--- config.mk ---
export PLATFORM = sky130hd
export DESIGN_NAME = nib_cmd_port
export DESIGN_NICKNAME = d
export VERILOG_FILES = /design/src/rtl/nib_cmd_port.sv
export SDC_FILE = /design/constraint.sdc
export NUM_CORES = 1
export LEC_CHECK = 0
export BUFFER_PORTS_ARGS = -buffer_cell sky130_fd_sc_hd__buf_2
export CORE_ASPECT_RATIO = 0.5
export CORE_UTILIZATION = 45
export CTS_BUF_LIST = sky130_fd_sc_hd__clkbuf_8 sky130_fd_sc_hd__clkbuf_16
export CTS_CLUSTER_SIZE = 10
export DETAILED_ROUTE_END_ITERATION = 8
export PLACE_DENSITY = 0.71
export SLEW_MARGIN = 20
export SYNTH_ARGS = -nofsm -noshare
export SYNTH_HDL_FRONTEND = slang
export SYNTH_SLANG_ARGS = --single-unit
export TNS_END_PERCENT = 1
--- constraint.sdc ---
create_clock -name clk -period 2.75 [get_ports clk]
set_input_delay 0.275 -clock clk [delete_from_list [all_inputs] [get_ports clk]]
set_output_delay 0.275 -clock clk [all_outputs]
set_load 0.02 [all_outputs]
--- src/rtl/nib_cmd_port.sv ---
module nib_cmd_port #(
  parameter int         DEPTH       = 4,
  parameter logic [7:0] ID_VALUE    = 8'hA6,
  parameter logic [7:0] ID_ADDR     = 8'h00,
  parameter logic [7:0] SCRATCH_ADDR = 8'h01,
  parameter logic [7:0] MODE_ADDR   = 8'h02,
  parameter logic [7:0] LA_MODE_VAL = 8'h80
) (
  input  logic       clk,
  input  logic       rst_n,
  input  logic       cmd_valid,
  output logic       cmd_ready,
  input  logic [7:0] cmd_byte,
  output logic       rsp_valid,
  input  logic       rsp_ready,
  output logic [7:0] rsp_byte,
  output logic [7:0] mode_o,
  output logic       la_mode_o
);
  localparam int IW = (DEPTH > 1) ? $clog2(DEPTH) : 1;
  localparam int PW = IW + 1;
  localparam logic [3:0] OP_ADDR_LO = 4'h0;
  localparam logic [3:0] OP_ADDR_HI = 4'h1;
  localparam logic [3:0] OP_DATA_LO = 4'h2;
  localparam logic [3:0] OP_WRITE   = 4'h3;
  localparam logic [3:0] OP_READ    = 4'h4;

  logic [3:0] op, pl;
  logic       acc, push, pop, full;
  logic [7:0] addr_q, scratch_q, mode_q, rd_val, wr_val;
  logic [3:0] lo_q;
  logic [PW-1:0] wr_ptr, rd_ptr, count;
  logic [7:0] mem [DEPTH];

  assign op        = cmd_byte[7:4];
  assign pl        = cmd_byte[3:0];
  assign count     = wr_ptr - rd_ptr;
  assign full      = (count == PW'(DEPTH));
  assign cmd_ready = !full;
  assign acc       = cmd_valid && cmd_ready;
  assign push      = acc && (op == OP_READ);
  assign rsp_valid = (count != '0);
  assign pop       = rsp_valid && rsp_ready;
  assign rsp_byte  = mem[rd_ptr[IW-1:0]];
  assign wr_val    = {pl, lo_q};
  assign mode_o    = mode_q;
  assign la_mode_o = (mode_q == LA_MODE_VAL);

  always_comb begin
    if (addr_q == ID_ADDR)           rd_val = ID_VALUE;
    else if (addr_q == SCRATCH_ADDR) rd_val = scratch_q;
    else if (addr_q == MODE_ADDR)    rd_val = mode_q;
    else                             rd_val = 8'h00;
  end

  always_ff @(posedge clk) begin
    if (!rst_n) begin
      addr_q    <= '0;
      lo_q      <= '0;
      scratch_q <= '0;
      mode_q    <= '0;
    end else if (acc) begin
      case (op)
        OP_ADDR_LO: addr_q[3:0] <= pl;
        OP_ADDR_HI: addr_q[7:4] <= pl;
        OP_DATA_LO: lo_q <= pl;
        OP_WRITE: begin
          if (addr_q == SCRATCH_ADDR) scratch_q <= wr_val;
          if (addr_q == MODE_ADDR)    mode_q    <= wr_val;
        end
        default: ;
      endcase
    end
  end

  always_ff @(posedge clk) begin
    if (!rst_n) begin
      wr_ptr <= '0;
      rd_ptr <= '0;
    end else begin
      if (push) begin
        mem[wr_ptr[IW-1:0]] <= rd_val;
        wr_ptr <= wr_ptr + PW'(1);
      end
      if (pop) rd_ptr <= rd_ptr + PW'(1);
    end
  end

  a_r11_no_overflow: assert property (@(posedge clk) disable iff (!rst_n)
    count <= PW'(DEPTH));

  a_r11_hold_stalled: assert property (@(posedge clk) disable iff (!rst_n)
    (rsp_valid && !rsp_ready) |=> (rsp_valid && $stable(rsp_byte)));

  a_r7_one_per_read: assert property (@(posedge clk) disable iff (!rst_n)
    (push && !pop) |=> (count == $past(count) + PW'(1)));

  a_r5_id_value: assert property (@(posedge clk) disable iff (!rst_n)
    (push && addr_q == ID_ADDR && !rsp_valid) |=> (rsp_valid && rsp_byte == ID_VALUE));

  a_r10_ignored_op: assert property (@(posedge clk) disable iff (!rst_n)
    (acc && op > OP_READ) |=> ($stable(addr_q) && $stable(lo_q) &&
                               $stable(scratch_q) && $stable(mode_q)));

  a_r1_reset_state: assert property (@(posedge clk)
    $past(!rst_n) |-> (!rsp_valid && cmd_ready && mode_o == 8'h00));
endmodule

== After elaboration in Yosys (flattened, before gate mapping) ==
Memories as Yosys holds them, arrays and structs flattened. A register that Yosys moved wholly into a read port is not among the register bits.
Cells that the tools add are included.

* Latch bits: 0
* Bits in writable memories: 32
* Bits in read-only memories: 0
* Register bits: 34
* Memories kept: 1
* Output and inout bits: 19
* Word-level logic and storage cells: 39

{| class="wikitable"
|+ Memories
! name !! depth !! width !! read ports !! clocked after Yosys merged registers in !! wr ports !! RTL line !! RTL
|-
| mem || 4 || 8 || 1 || 1 || 1 || 33 || <nowiki>logic [7:0] mem [DEPTH];</nowiki>
|}

* $add $sub $neg: 3
* $lt $le $gt $ge: 0
* Div/mod/pow operators: 0
* Multiply operators: 0
* Muxes and demuxes: 8
* Bitwise operators: 0
* Shift operators: 0
* Reductions and logical operators: 12
* Eq/ne operators: 8

{| class="wikitable"
|+ Operator list
! kind !! number
|-
| 2-to-1 mux 8 bit || 3
|-
| equality test 4 x 2 -> 1 bit (second input constant) || 2
|-
| equality test 8 x 1 -> 1 bit (second input constant) || 1
|-
| equality test 8 x 2 -> 1 bit (second input constant) || 1
|-
| equality test 8 bit (second input constant) || 1
|-
| logical NOT 8 bit || 1
|-
| adder 3 x 1 -> 3 bit (second input constant) || 2
|-
| AND reduction 2 bit || 3
|-
| AND reduction 3 bit || 2
|-
| equality test 4 x 1 -> 1 bit (second input constant) || 1
|-
| equality test 4 x 3 -> 1 bit (second input constant) || 1
|-
| logical NOT 4 bit || 1
|-
| 2-to-1 mux 2 bit || 2
|-
| equality test 3 bit (second input constant) || 1
|-
| logical AND 1 bit || 3
|-
| 2-to-1 mux 1 bit || 3
|-
| nonzero test 3 bit || 1
|-
| subtractor 3 bit || 1
|-
| logical NOT 1 bit || 1
|}

== Depth between registers and ports, before layout ==
Gate-level depths: netlist of run 1.

* Word-level depth: 8
* Mapped depth: 8
* Gate-level depth less buffers: 6

== Least setup slack after synthesis of run 1 ==
Ideal clock, no wire load.

* Kind: reg-to-reg
* Start point: register wr_ptr[0]
* End point: memory mem[1][0], enable pin
* Data arrival time: 1,630 ps
* Cell stages (with the launch flop): 8
* Path slack: 788 ps
* Period minus slack after synthesis: 1,962 ps
* Path buffers: 1
* Required time: 2,418 ps
* Cell sequence: dfxtp_1 > inv_1 > ha_1 > nor2b_1 > xnor2_1 > buf_6 > o211a_1 > and3_1

* Longest elaborated chain between the ends: 8

{| class="wikitable"
|+ Ends and longest elaborated chain
! item !! RTL line !! RTL
|-
| start, declared || 32 || <nowiki>logic [PW-1:0] wr_ptr, rd_ptr, count;</nowiki>
|-
| start signal, assigned || 83 || <nowiki>wr_ptr <= wr_ptr + PW'(1);</nowiki>
|-
| subtractor 3 bit || 37 || <nowiki>assign count = wr_ptr - rd_ptr;</nowiki>
|-
| equality test 3 bit || 38 || <nowiki>assign full = (count == PW'(DEPTH));</nowiki>
|-
| logical NOT 1 bit || 39 || <nowiki>assign cmd_ready = !full;</nowiki>
|-
| logical AND 1 bit || 40 || <nowiki>assign acc = cmd_valid && cmd_ready;</nowiki>
|-
| logical AND 1 bit || 41 || <nowiki>assign push = acc && (op == OP_READ);</nowiki>
|-
| 2-to-1 mux 1 bit || 81 || <nowiki>if (push) begin</nowiki>
|-
| 2-to-1 mux 1 bit || 77 || <nowiki>if (!rst_n) begin</nowiki>
|-
| 2-to-1 mux 1 bit (not written as such) || 82 || <nowiki>mem[wr_ptr[IW-1:0]] <= rd_val;</nowiki>
|-
| end, declared || 33 ||
|}

Several ways; a longest one is shown, not always the timed one.

== Worst setup path after layout of run 1 ==
* Start point: register wr_ptr[0]
* End point: memory mem[2][5], enable pin

Same word-level chain as after synthesis.

==> results of run 1 <==
==> synthesized netlist by cell type, types with 2 or more instances <==
cell / instances
nand2_1: 44
dfxtp_1: 36
mux2i_1: 35
edfxtp_1: 32
nor2_1: 11
inv_1: 9
a21oi_1: 8
mux4_2: 8
ha_1: 7
clkbuf_1: 6
nand2b_1: 5
a22oi_1: 4
nor4b_1: 4
and3_1: 3
nor2b_1: 3
nor4_1: 3
o2111a_1: 3
o21ai_1: 3
a31oi_1: 2
and2_1: 2
buf_6: 2
==> registers in the layout, summed over array words and instances (netlist names), named ones only <==
name / cells
wr_ptr: 3
mode_o: 8
lo_q: 4
rd_ptr: 3
addr_q: 8
scratch_q: 8
mem: 32
==> power breakdown <==
part | switching (mW) | total, mW | internal, mW
Clock | 0.394 | 1.27 | 0.874
Combinational | 0.131 | 0.226 | 0.0956
Sequential | 0.0279 | 1.10 | 1.07
==> worst register-to-register path, cell delays in order (launching register included) <==
cell,delay [ps]
dfxtp_1,390
inv_1,120
ha_1,200
nor2b_1,140
xnor2_1,440
o211a_1,310
and3_1,440
==> cells by family after synthesis <==
| logic type | count (synthesis) | synth area share |
|---|---|---|
| mux | 43 | 0.182 |
| xor+xnor | 2 | 0.00600 |
| compound gates | 21 | 0.0484 |
| buf+inv | 21 | 0.0343 |
| fa+ha+maj | 7 | 0.0300 |
| simple gates | 78 | 0.124 |
| flops | 68 | 0.576 |
==> per-layer routing <==
layer	share of wire	vias up
li1	-	924
met1	0.48	899
met2	0.46	35
met3	0.048	9
met4	0.012	0
met5	0	-
==> final timing paths <==
check | slack, ps | to | from
hold / removal | 310 | addr_q[7]$_SDFFE_PN0P_ | cmd_byte[3]
hold reg to reg | 470 | scratch_q[2]$_SDFFE_PN0P_ | scratch_q[2]$_SDFFE_PN0P_
setup reg to reg | 350 | mem[2][5]$_DFFE_PP_ | wr_ptr[0]$_SDFFE_PN0P_
setup / recovery | 350 | mem[2][5]$_DFFE_PP_ | wr_ptr[0]$_SDFFE_PN0P_
==> area by class of cell <==
cell class,count,area share
clock buffer,9,0.0650
inverter,9,0.00975
sequential,68,0.486
multi-input combinational,151,0.329
tap,88,0.0318
timing repair buffer,32,0.0477
clock inverter,7,0.0314
==> stage by stage <==
stage               instances  cell area, um^2  hold slack, ps  utilization
floorplan                 240             2920             435            -
CTS                       364             3460             316        0.563
detailed placement        348             3130             455        0.508
global placement          348             3130             443        0.508
global route              364             3460             350        0.563
finish                    364             3460             313        0.563
==> impl_metrics.py, run 1 <==
metrics = {
    "setup_path": {
        "slowest_delay_ps": 440,
        "cp.depth": 6,
        "crit_family": "simple AND/OR/NAND/NOR gates",
        "critical_path_class": "reg -> reg",
        "cp.required_ps": 2730,
        "cp_num_buf_inv": 1,
        "crit_chain": "inv_1 > ha_1 > nor2b_1 > xnor2_1 > o211a_1 > and3_1",
        "startpoint_type": "register",
        "crit_slowest_cell": "xnor2_1",
        "ff2ff_path_depth": 6,
        "cp_max_fo": 8,
        "end_kind": "register",
        "arrival_ps": 2380,
    },
    "global_routing": {
        "globalRouteOverflowTotal": 0,
        "grt_pass1_wl_mm": 8.94,
        "grt_usage": 0.183,
        "globalRouteMet2Util": 0.286,
        "antenna_found_initial": 0,
        "grtUsageMet3": 0.0597,
        "met1_usage": 0.237,
        "grt.busiest_layer": "met2",
        "first_global_vias": 1823,
        "grt_max_degree": 29,
    },
    "synth": {
        "synth_edf_count": 32,
        "synth_nets": 259,
        "synth_area_leaders": "edfxtp_1, dfxtp_1, mux2i_1, mux4_2, nand2_1",
        "synthFlopType": "dfxtp_1",
        "netlist_area_mm2": 0.00292,
        "ys_seq_elements": 68,
        "seq_area_frac_synth": 0.576,
        "synth_largest_area_cell": "edfxtp_1",
        "synth.distinct_cells": 31,
        "syn_inst": 240,
        "synth_top_area_share": 0.329,
        "avgSynthCellArea_um2": 12.2,
        "synthArstFlopShare": 0,
        "ys_warn_count": 0,
    },
    "clocking": {
        "cts_resized": 0,
        "cts_sinks": 68,
        "cts_setup_buffers": 0,
        "cts-root-buf": "clkbuf_16",
        "clock_path_buffers": 2,
        "clk_pin_slew_ps": 60,
        "htreeDepth": 3,
        "insertion_delay_ps": 330,
        "tritoncts": "done",
        "cts_hold_buffers": 0,
        "numCtsBuffers": 9,
    },
    "routing": {
        "via_per_inst": 5.13,
        "firstDrtPassIters": 4,
        "initialDrtViolationCount": 95,
        "wire_per_inst_um": 15.5,
        "routed_wl_mm": 5.63,
        "drc": 0,
        "ant_nets": 0,
        "vias": 1867,
    },
    "timing": {
        "hold_viol": 0,
        "tightest_slew_ps": 577,
        "slew_viol_final": 0,
        "max_freq_mhz": 416,
        "fin_skew_ps": 5.44,
        "worst_slack_ps": 349,
        "rsz0062_at_grt": "no",
        "maxSlewHeadroom": 0.610,
        "post-route-period-util": 0.873,
        "fin_tns_setup_ps": 0,
        "finalCriticalPeriod_ps": 2400,
        "finalSetupViolCount": 0,
    },
    "min_path": {
        "worstHoldPathCells": 3,
        "min_path_type": "in -> reg",
    },
    "power": {
        "power.leakage_nw": 1.39,
        "peakVddDrop_uv": 270,
        "p_per_area_mw_per_mm2": 749,
        "power_mw": 2.60,
    },
    "finish": {
        "final_common_cell": "nand2_1",
        "regArea_mm2": 0.00168,
        "n_antenna_cell": 0,
        "syn_to_final_growth_pct": 18.6,
        "fillers": 538,
        "nNetsFinal": 290,
        "multi_input_area_mm2": 0.00114,
        "drive_gt1_frac": 0.196,
        "mostFrequentLayoutCells": "nand2_1, dfxtp_1, mux2i_1",
    },
    "die": {
        "rows": 20,
        "start_util": 0.474,
        "die_w_um": 116,
        "ioPinCount": 31,
        "core_area_mm2": 0.00616,
        "die-area_mm2": 0.00684,
        "die_h_um": 59.0,
    },
    "place": {
        "place_hpwl_mm": 3.94,
        "pre_cts_slack_ps": 385,
        "io_buffer_count": 30,
        "place_congestion": 0.769,
    },
    "run": {
        "maxCapViolCount": 0,
    },
    "run_status": {
        "outcome": "finished, final reports clean",
    },
}
No activity file was read; power rests on OpenSTA's default activity.
==> run 2, diff against run 1 <==
- GPL_TIMING_DRIVEN: not set -> 0
==> run 2 against run 1 <==
Critical path depth rose by 1. Final cell count rose by 2.7%. Largest cell class unchanged. Sequential power barely moved. Wire length rose by 6.3%. Highest routed layer unchanged. Largest power group unchanged.
==> impl_metrics.py, run 2 (same netlist as run 1, synthesis figures left out) <==
metrics = {
    "die": {
        "die-area_mm2": 0.00684,
        "ioPinCount": 31,
        "start_util": 0.474,
        "die_h_um": 59.0,
        "core_area_mm2": 0.00616,
        "die_w_um": 116,
        "rows": 20,
    },
    "timing": {
        "post-route-period-util": 0.848,
        "finalCriticalPeriod_ps": 2330,
        "timing.hold.ws_ps": 263,
        "max_freq_mhz": 429,
        "hold_viol": 0,
        "maxSlewHeadroom": 0.614,
        "fin_skew_ps": 8.51,
        "tightest_slew_ps": 572,
        "rsz0062_at_grt": "no",
        "finalSetupViolCount": 0,
        "slew_viol_final": 0,
        "fin_tns_setup_ps": 0,
    },
    "setup_path": {
        "ff2ff_path_depth": 7,
        "critical_path_class": "reg -> reg",
        "cp.required_ps": 2740,
        "rr_endpoint": "mem[0][5]$_DFFE_PP_",
        "arrival_ps": 2320,
        "cp_max_fo": 10,
        "end_kind": "register",
        "startpoint_type": "register",
        "rr_startpoint": "wr_ptr[0]$_SDFFE_PN0P_",
        "reg2reg_slack_ps": 420,
    },
    "min_path": {
        "hp-start": "rst_n",
        "worstHoldPathCells": 3,
        "min_path_type": "in -> reg",
    },
    "finish": {
        "syn_to_final_growth_pct": 19.5,
        "mostFrequentLayoutCells": "nand2_1, dfxtp_1, mux2i_1",
        "largest_register_ffs": 32,
        "n_antenna_cell": 0,
        "final_area_mm2": 0.00349,
        "stdcell_count": 374,
        "drive_gt1_frac": 0.199,
        "nNetsFinal": 300,
        "final_common_cell": "nand2_1",
    },
    "global_routing": {
        "grt_pass1_wl_mm": 9.59,
        "grt_max_degree": 13,
        "grt_usage": 0.198,
        "globalRouteOverflowTotal": 0,
        "first_global_vias": 1972,
        "antenna_found_initial": 0,
    },
    "clocking": {
        "numCtsBuffers": 9,
        "cts_hold_buffers": 0,
        "cts_resized": 0,
        "clk_pin_slew_ps": 50,
        "tritoncts": "done",
        "insertion_delay_ps": 340,
        "clock_path_buffers": 2,
        "cts_sinks": 68,
        "cts-root-buf": "clkbuf_16",
        "htreeDepth": 3,
        "cts_setup_buffers": 0,
    },
    "routing": {
        "firstDrtPassIters": 4,
        "routed_wl_mm": 5.99,
        "ant_nets": 0,
        "vias": 1951,
        "initialDrtViolationCount": 62,
        "drc": 0,
        "via_per_inst": 5.22,
        "wire_per_inst_um": 16.0,
    },
    "place": {
        "placed_cell_area_mm2": 0.00318,
        "placed_cells": 358,
        "place_congestion": 0.820,
        "io_buffer_count": 30,
        "place_hpwl_mm": 4.18,
    },
    "run_status": {
        "outcome": "finished, final reports clean",
    },
    "power": {
        "peakVddDrop_uv": 385,
        "p_per_area_mw_per_mm2": 727,
        "power.leakage_nw": 1.40,
    },
    "run": {
        "maxCapViolCount": 0,
    },
}
-- run 2: how the worst max path moves through the flow --
stage / from / endpoint / depth (start not counted)
after detailed placement: wr_ptr[0]$_SDFFE_PN0P_ / mem[0][0]$_DFFE_PP_ / 7
after floorplan: wr_ptr[0]$_SDFFE_PN0P_ / mem[1][0]$_DFFE_PP_ / 7
after global placement: wr_ptr[0]$_SDFFE_PN0P_ / mem[0][7]$_DFFE_PP_ / 7
after global routing: wr_ptr[0]$_SDFFE_PN0P_ / mem[0][6]$_DFFE_PP_ / 7
final: wr_ptr[0]$_SDFFE_PN0P_ / mem[0][5]$_DFFE_PP_ / 7
after CTS: wr_ptr[0]$_SDFFE_PN0P_ / mem[0][0]$_DFFE_PP_ / 7
-- run 2: routing by layer --
layer,routed length [um],GRT usage,vias up
met2,2840,0.326,52
met3,331,0.0505,14
met4,127,0.0989,0
met5,0,0,-
met1,2690,0.248,942
li1,-,-,943
-- run 2: stage by stage --
| step | setup WS [ps] | power (mW) | utilization |
|---|---|---|---|
| after floorplan | 788 | 1.29 | - |
| after global placement | 485 | 1.36 | 0.517 |
| after detailed placement | 437 | 1.36 | 0.517 |
| after CTS | 395 | 2.55 | 0.567 |
| final | 417 | 2.54 | 0.567 |
| after global routing | 291 | 2.61 | 0.567 |
-- run 2: layout make-up --
type / count / area (um^2)
plain buffers: 12 / 66.3
clock buffers: 9 / 225
clock inverters: 7 / 85.1
fillers: 529 / 2670
inverters: 9 / 33.8
multi-input cells: 151 / 1140
flip-flops and latches: 68 / 1680
well taps: 88 / 110
repair buffers: 30 / 150
-- run 2: report_power, final --
part / switching [mW] / total [mW] / internal (mW)
clock network: 0.415 / 1.20 / 0.783
logic: 0.157 / 0.259 / 0.102
registers: 0.00743 / 1.08 / 1.07
total: 0.579 / 2.54 / 1.96
-- run 2: critical path: stages, from the launching register on --
cell and delay, ps:
dfxtp_1 400, inv_1 130, ha_1 210, nor2b_1 140, xnor2_1 230, buf_6 180, o211a_1 250, and3_1 450
==> run 3, diff against run 2 <==
- clock period: 2.75 -> 2.28 ns (I/O delays scaled with it)
==> run 3 against run 2 <==
Worst hold slack lost 46 ps. Sequential share of layout area shrank 0.12 points. Flip-flop and latch count stayed put. Cell area grew 0.25%. Critical path type unchanged. Critical endpoint is now mem[2][7]$_DFFE_PP_.
==> impl_metrics.py, run 3 (same netlist as run 1, synthesis figures left out) <==
metrics = {
    "clocking": {
        "cts_sinks": 68,
        "clock_path_buffers": 2,
        "clk_pin_slew_ps": 50,
        "htreeDepth": 3,
        "insertion_delay_ps": 330,
        "cts_hold_buffers": 0,
        "cts-root-buf": "clkbuf_16",
        "tritoncts": "done",
        "numCtsBuffers": 9,
    },
    "min_path": {
        "hp-start": "rst_n",
        "worstHoldPathCells": 3,
        "min_path_type": "in -> reg",
    },
    "setup_path": {
        "cp_max_fo": 10,
        "ff2ff_path_depth": 7,
        "end_kind": "register",
        "reg2reg_slack_ps": 70,
        "crit_family": "simple AND/OR/NAND/NOR gates",
        "critical_path_class": "reg -> reg",
        "rr_startpoint": "wr_ptr[0]$_SDFFE_PN0P_",
        "startpoint_type": "register",
        "slowest_delay_ps": 400,
        "rr_endpoint": "mem[2][7]$_DFFE_PP_",
        "crit_slowest_cell": "dfxtp_1",
        "cp.required_ps": 2300,
        "crit_chain": "inv_1 > ha_1 > nor2b_1 > xnor2_1 > buf_6 > o211a_1 > and3_2",
        "cp_num_buf_inv": 2,
        "arrival_ps": 2230,
    },
    "finish": {
        "nNetsFinal": 300,
        "largest_register_ffs": 32,
        "final_common_cell": "nand2_1",
        "final_area_mm2": 0.00350,
        "drive_gt1_frac": 0.213,
        "fillers": 528,
        "syn_to_final_growth_pct": 19.8,
        "fin_util": 0.568,
        "n_antenna_cell": 0,
        "regArea_mm2": 0.00168,
        "multi_input_area_mm2": 0.00115,
        "mostFrequentLayoutCells": "nand2_1, dfxtp_1, mux2i_1",
    },
    "place": {
        "place_hpwl_mm": 4.18,
        "io_buffer_count": 30,
        "placed_cell_area_mm2": 0.00318,
        "place_congestion": 0.820,
    },
    "timing": {
        "rsz0062_at_grt": "yes",
        "post-route-period-util": 0.970,
        "tightest_slew_ps": 566,
        "hold_viol": 0,
        "fin_tns_setup_ps": 0,
        "slew_viol_final": 0,
        "finalSetupViolCount": 0,
        "fin_skew_ps": 8.63,
        "timing.hold.ws_ps": 217,
        "maxSlewHeadroom": 0.617,
        "finalCriticalPeriod_ps": 2210,
        "max_freq_mhz": 452,
    },
    "global_routing": {
        "grt_usage": 0.198,
        "antenna_found_initial": 0,
        "grt_max_degree": 13,
        "globalRouteOverflowTotal": 0,
        "grt_pass1_wl_mm": 9.59,
        "first_global_vias": 1972,
    },
    "power": {
        "peakVddDrop_uv": 459,
        "p_per_area_mw_per_mm2": 874,
        "power.leakage_nw": 1.40,
    },
    "run": {
        "maxCapViolCount": 0,
    },
    "routing": {
        "ant_nets": 0,
        "via_per_inst": 5.20,
        "wire_per_inst_um": 16.0,
        "routed_wl_mm": 5.99,
        "drc": 0,
        "vias": 1943,
        "firstDrtPassIters": 4,
        "initialDrtViolationCount": 70,
    },
    "run_status": {
        "outcome": "finished, final reports clean",
    },
    "die": {
        "ioPinCount": 31,
        "core_area_mm2": 0.00616,
        "rows": 20,
        "die_w_um": 116,
        "die-area_mm2": 0.00684,
        "die_h_um": 59.0,
        "start_util": 0.474,
    },
}
==> run 3: cell count changes in the layout (fill, tap and decap cells not counted) <==
cell / before / now
and2_1: 2 / 1
and2_2: 0 / 1
and3_1: 3 / 0
and3_2: 0 / 2
and3_4: 0 / 1
==> run 3: worst register-to-register path: cells and delay by family, from the launching register on <==
kind                       cells  cell delay, ps
adders and majority gates      1             210
DFF                            1             400
AOI/OAI and AO/OA              1             250
buffers and inverters          2             320
and+or+nand+nor                2             490
xor gates and xnor gates       1             230
==> run 3: power breakdown <==
group | total (mW) | internal, mW | leakage [nW] | switching, mW
registers | 1.30 | 1.29 | 0.613 | 0.00896
logic | 0.313 | 0.123 | 0.628 | 0.190
clock network | 1.44 | 0.944 | 0.159 | 0.497
total | 3.06 | 2.36 | 1.40 | 0.696
==> run 3: metrics by stage <==
step | total power [mW] | worst slack, ps | instances
floorplan | 1.56 | 318 | 240
global placement | 1.64 | 14.9 | 358
detailed placement | 1.64 | -33.0 | 358
CTS | 3.08 | 2.46 | 374
global route | 3.14 | -7.53 | 374
finish | 3.06 | 68.5 | 374
==> run 3: per-layer routing <==
layer  wire, um  vias up  global-route usage
met4        119        0              0.0989
met5          0        -                   0
met3        270       12              0.0505
met2       2860       45               0.326
met1       2740      943               0.248
li1           -      943                   -
==> run 3: layout make-up <==
| class | instances | share of cell area |
|---|---|---|
| Clock buffer | 9 | 0.0644 |
| Inverter | 9 | 0.00965 |
| Buffer | 12 | 0.0189 |
| Sequential cell | 68 | 0.481 |
| Clock inverter | 7 | 0.0243 |
| Timing Repair Buffer | 30 | 0.0429 |
| Tap cell | 88 | 0.0315 |
| Multi-Input combinational cell | 151 | 0.328 |
==> run 3: worst max path at each step <==
stage / start / endpoint / slack, ps / cells past startpoint
5_1_grt: wr_ptr[0]$_SDFFE_PN0P_ / mem[1][2]$_DFFE_PP_ / -8 / 7
2_1_floorplan: wr_ptr[0]$_SDFFE_PN0P_ / mem[1][0]$_DFFE_PP_ / 320 / 7
6_report: wr_ptr[0]$_SDFFE_PN0P_ / mem[2][7]$_DFFE_PP_ / 70 / 7
4_1_cts: wr_ptr[0]$_SDFFE_PN0P_ / mem[3][0]$_DFFE_PP_ / 2 / 7
3_3_place_gp: wr_ptr[0]$_SDFFE_PN0P_ / mem[0][7]$_DFFE_PP_ / 10 / 7
3_5_place_dp: wr_ptr[0]$_SDFFE_PN0P_ / mem[0][0]$_DFFE_PP_ / -30 / 7
==> run 3: timing repair <==
item,4_1_cts,5_1_grt
endpoints found under the setup margin,24,16
buffers inserted,0,0
gates resized for setup,3,2
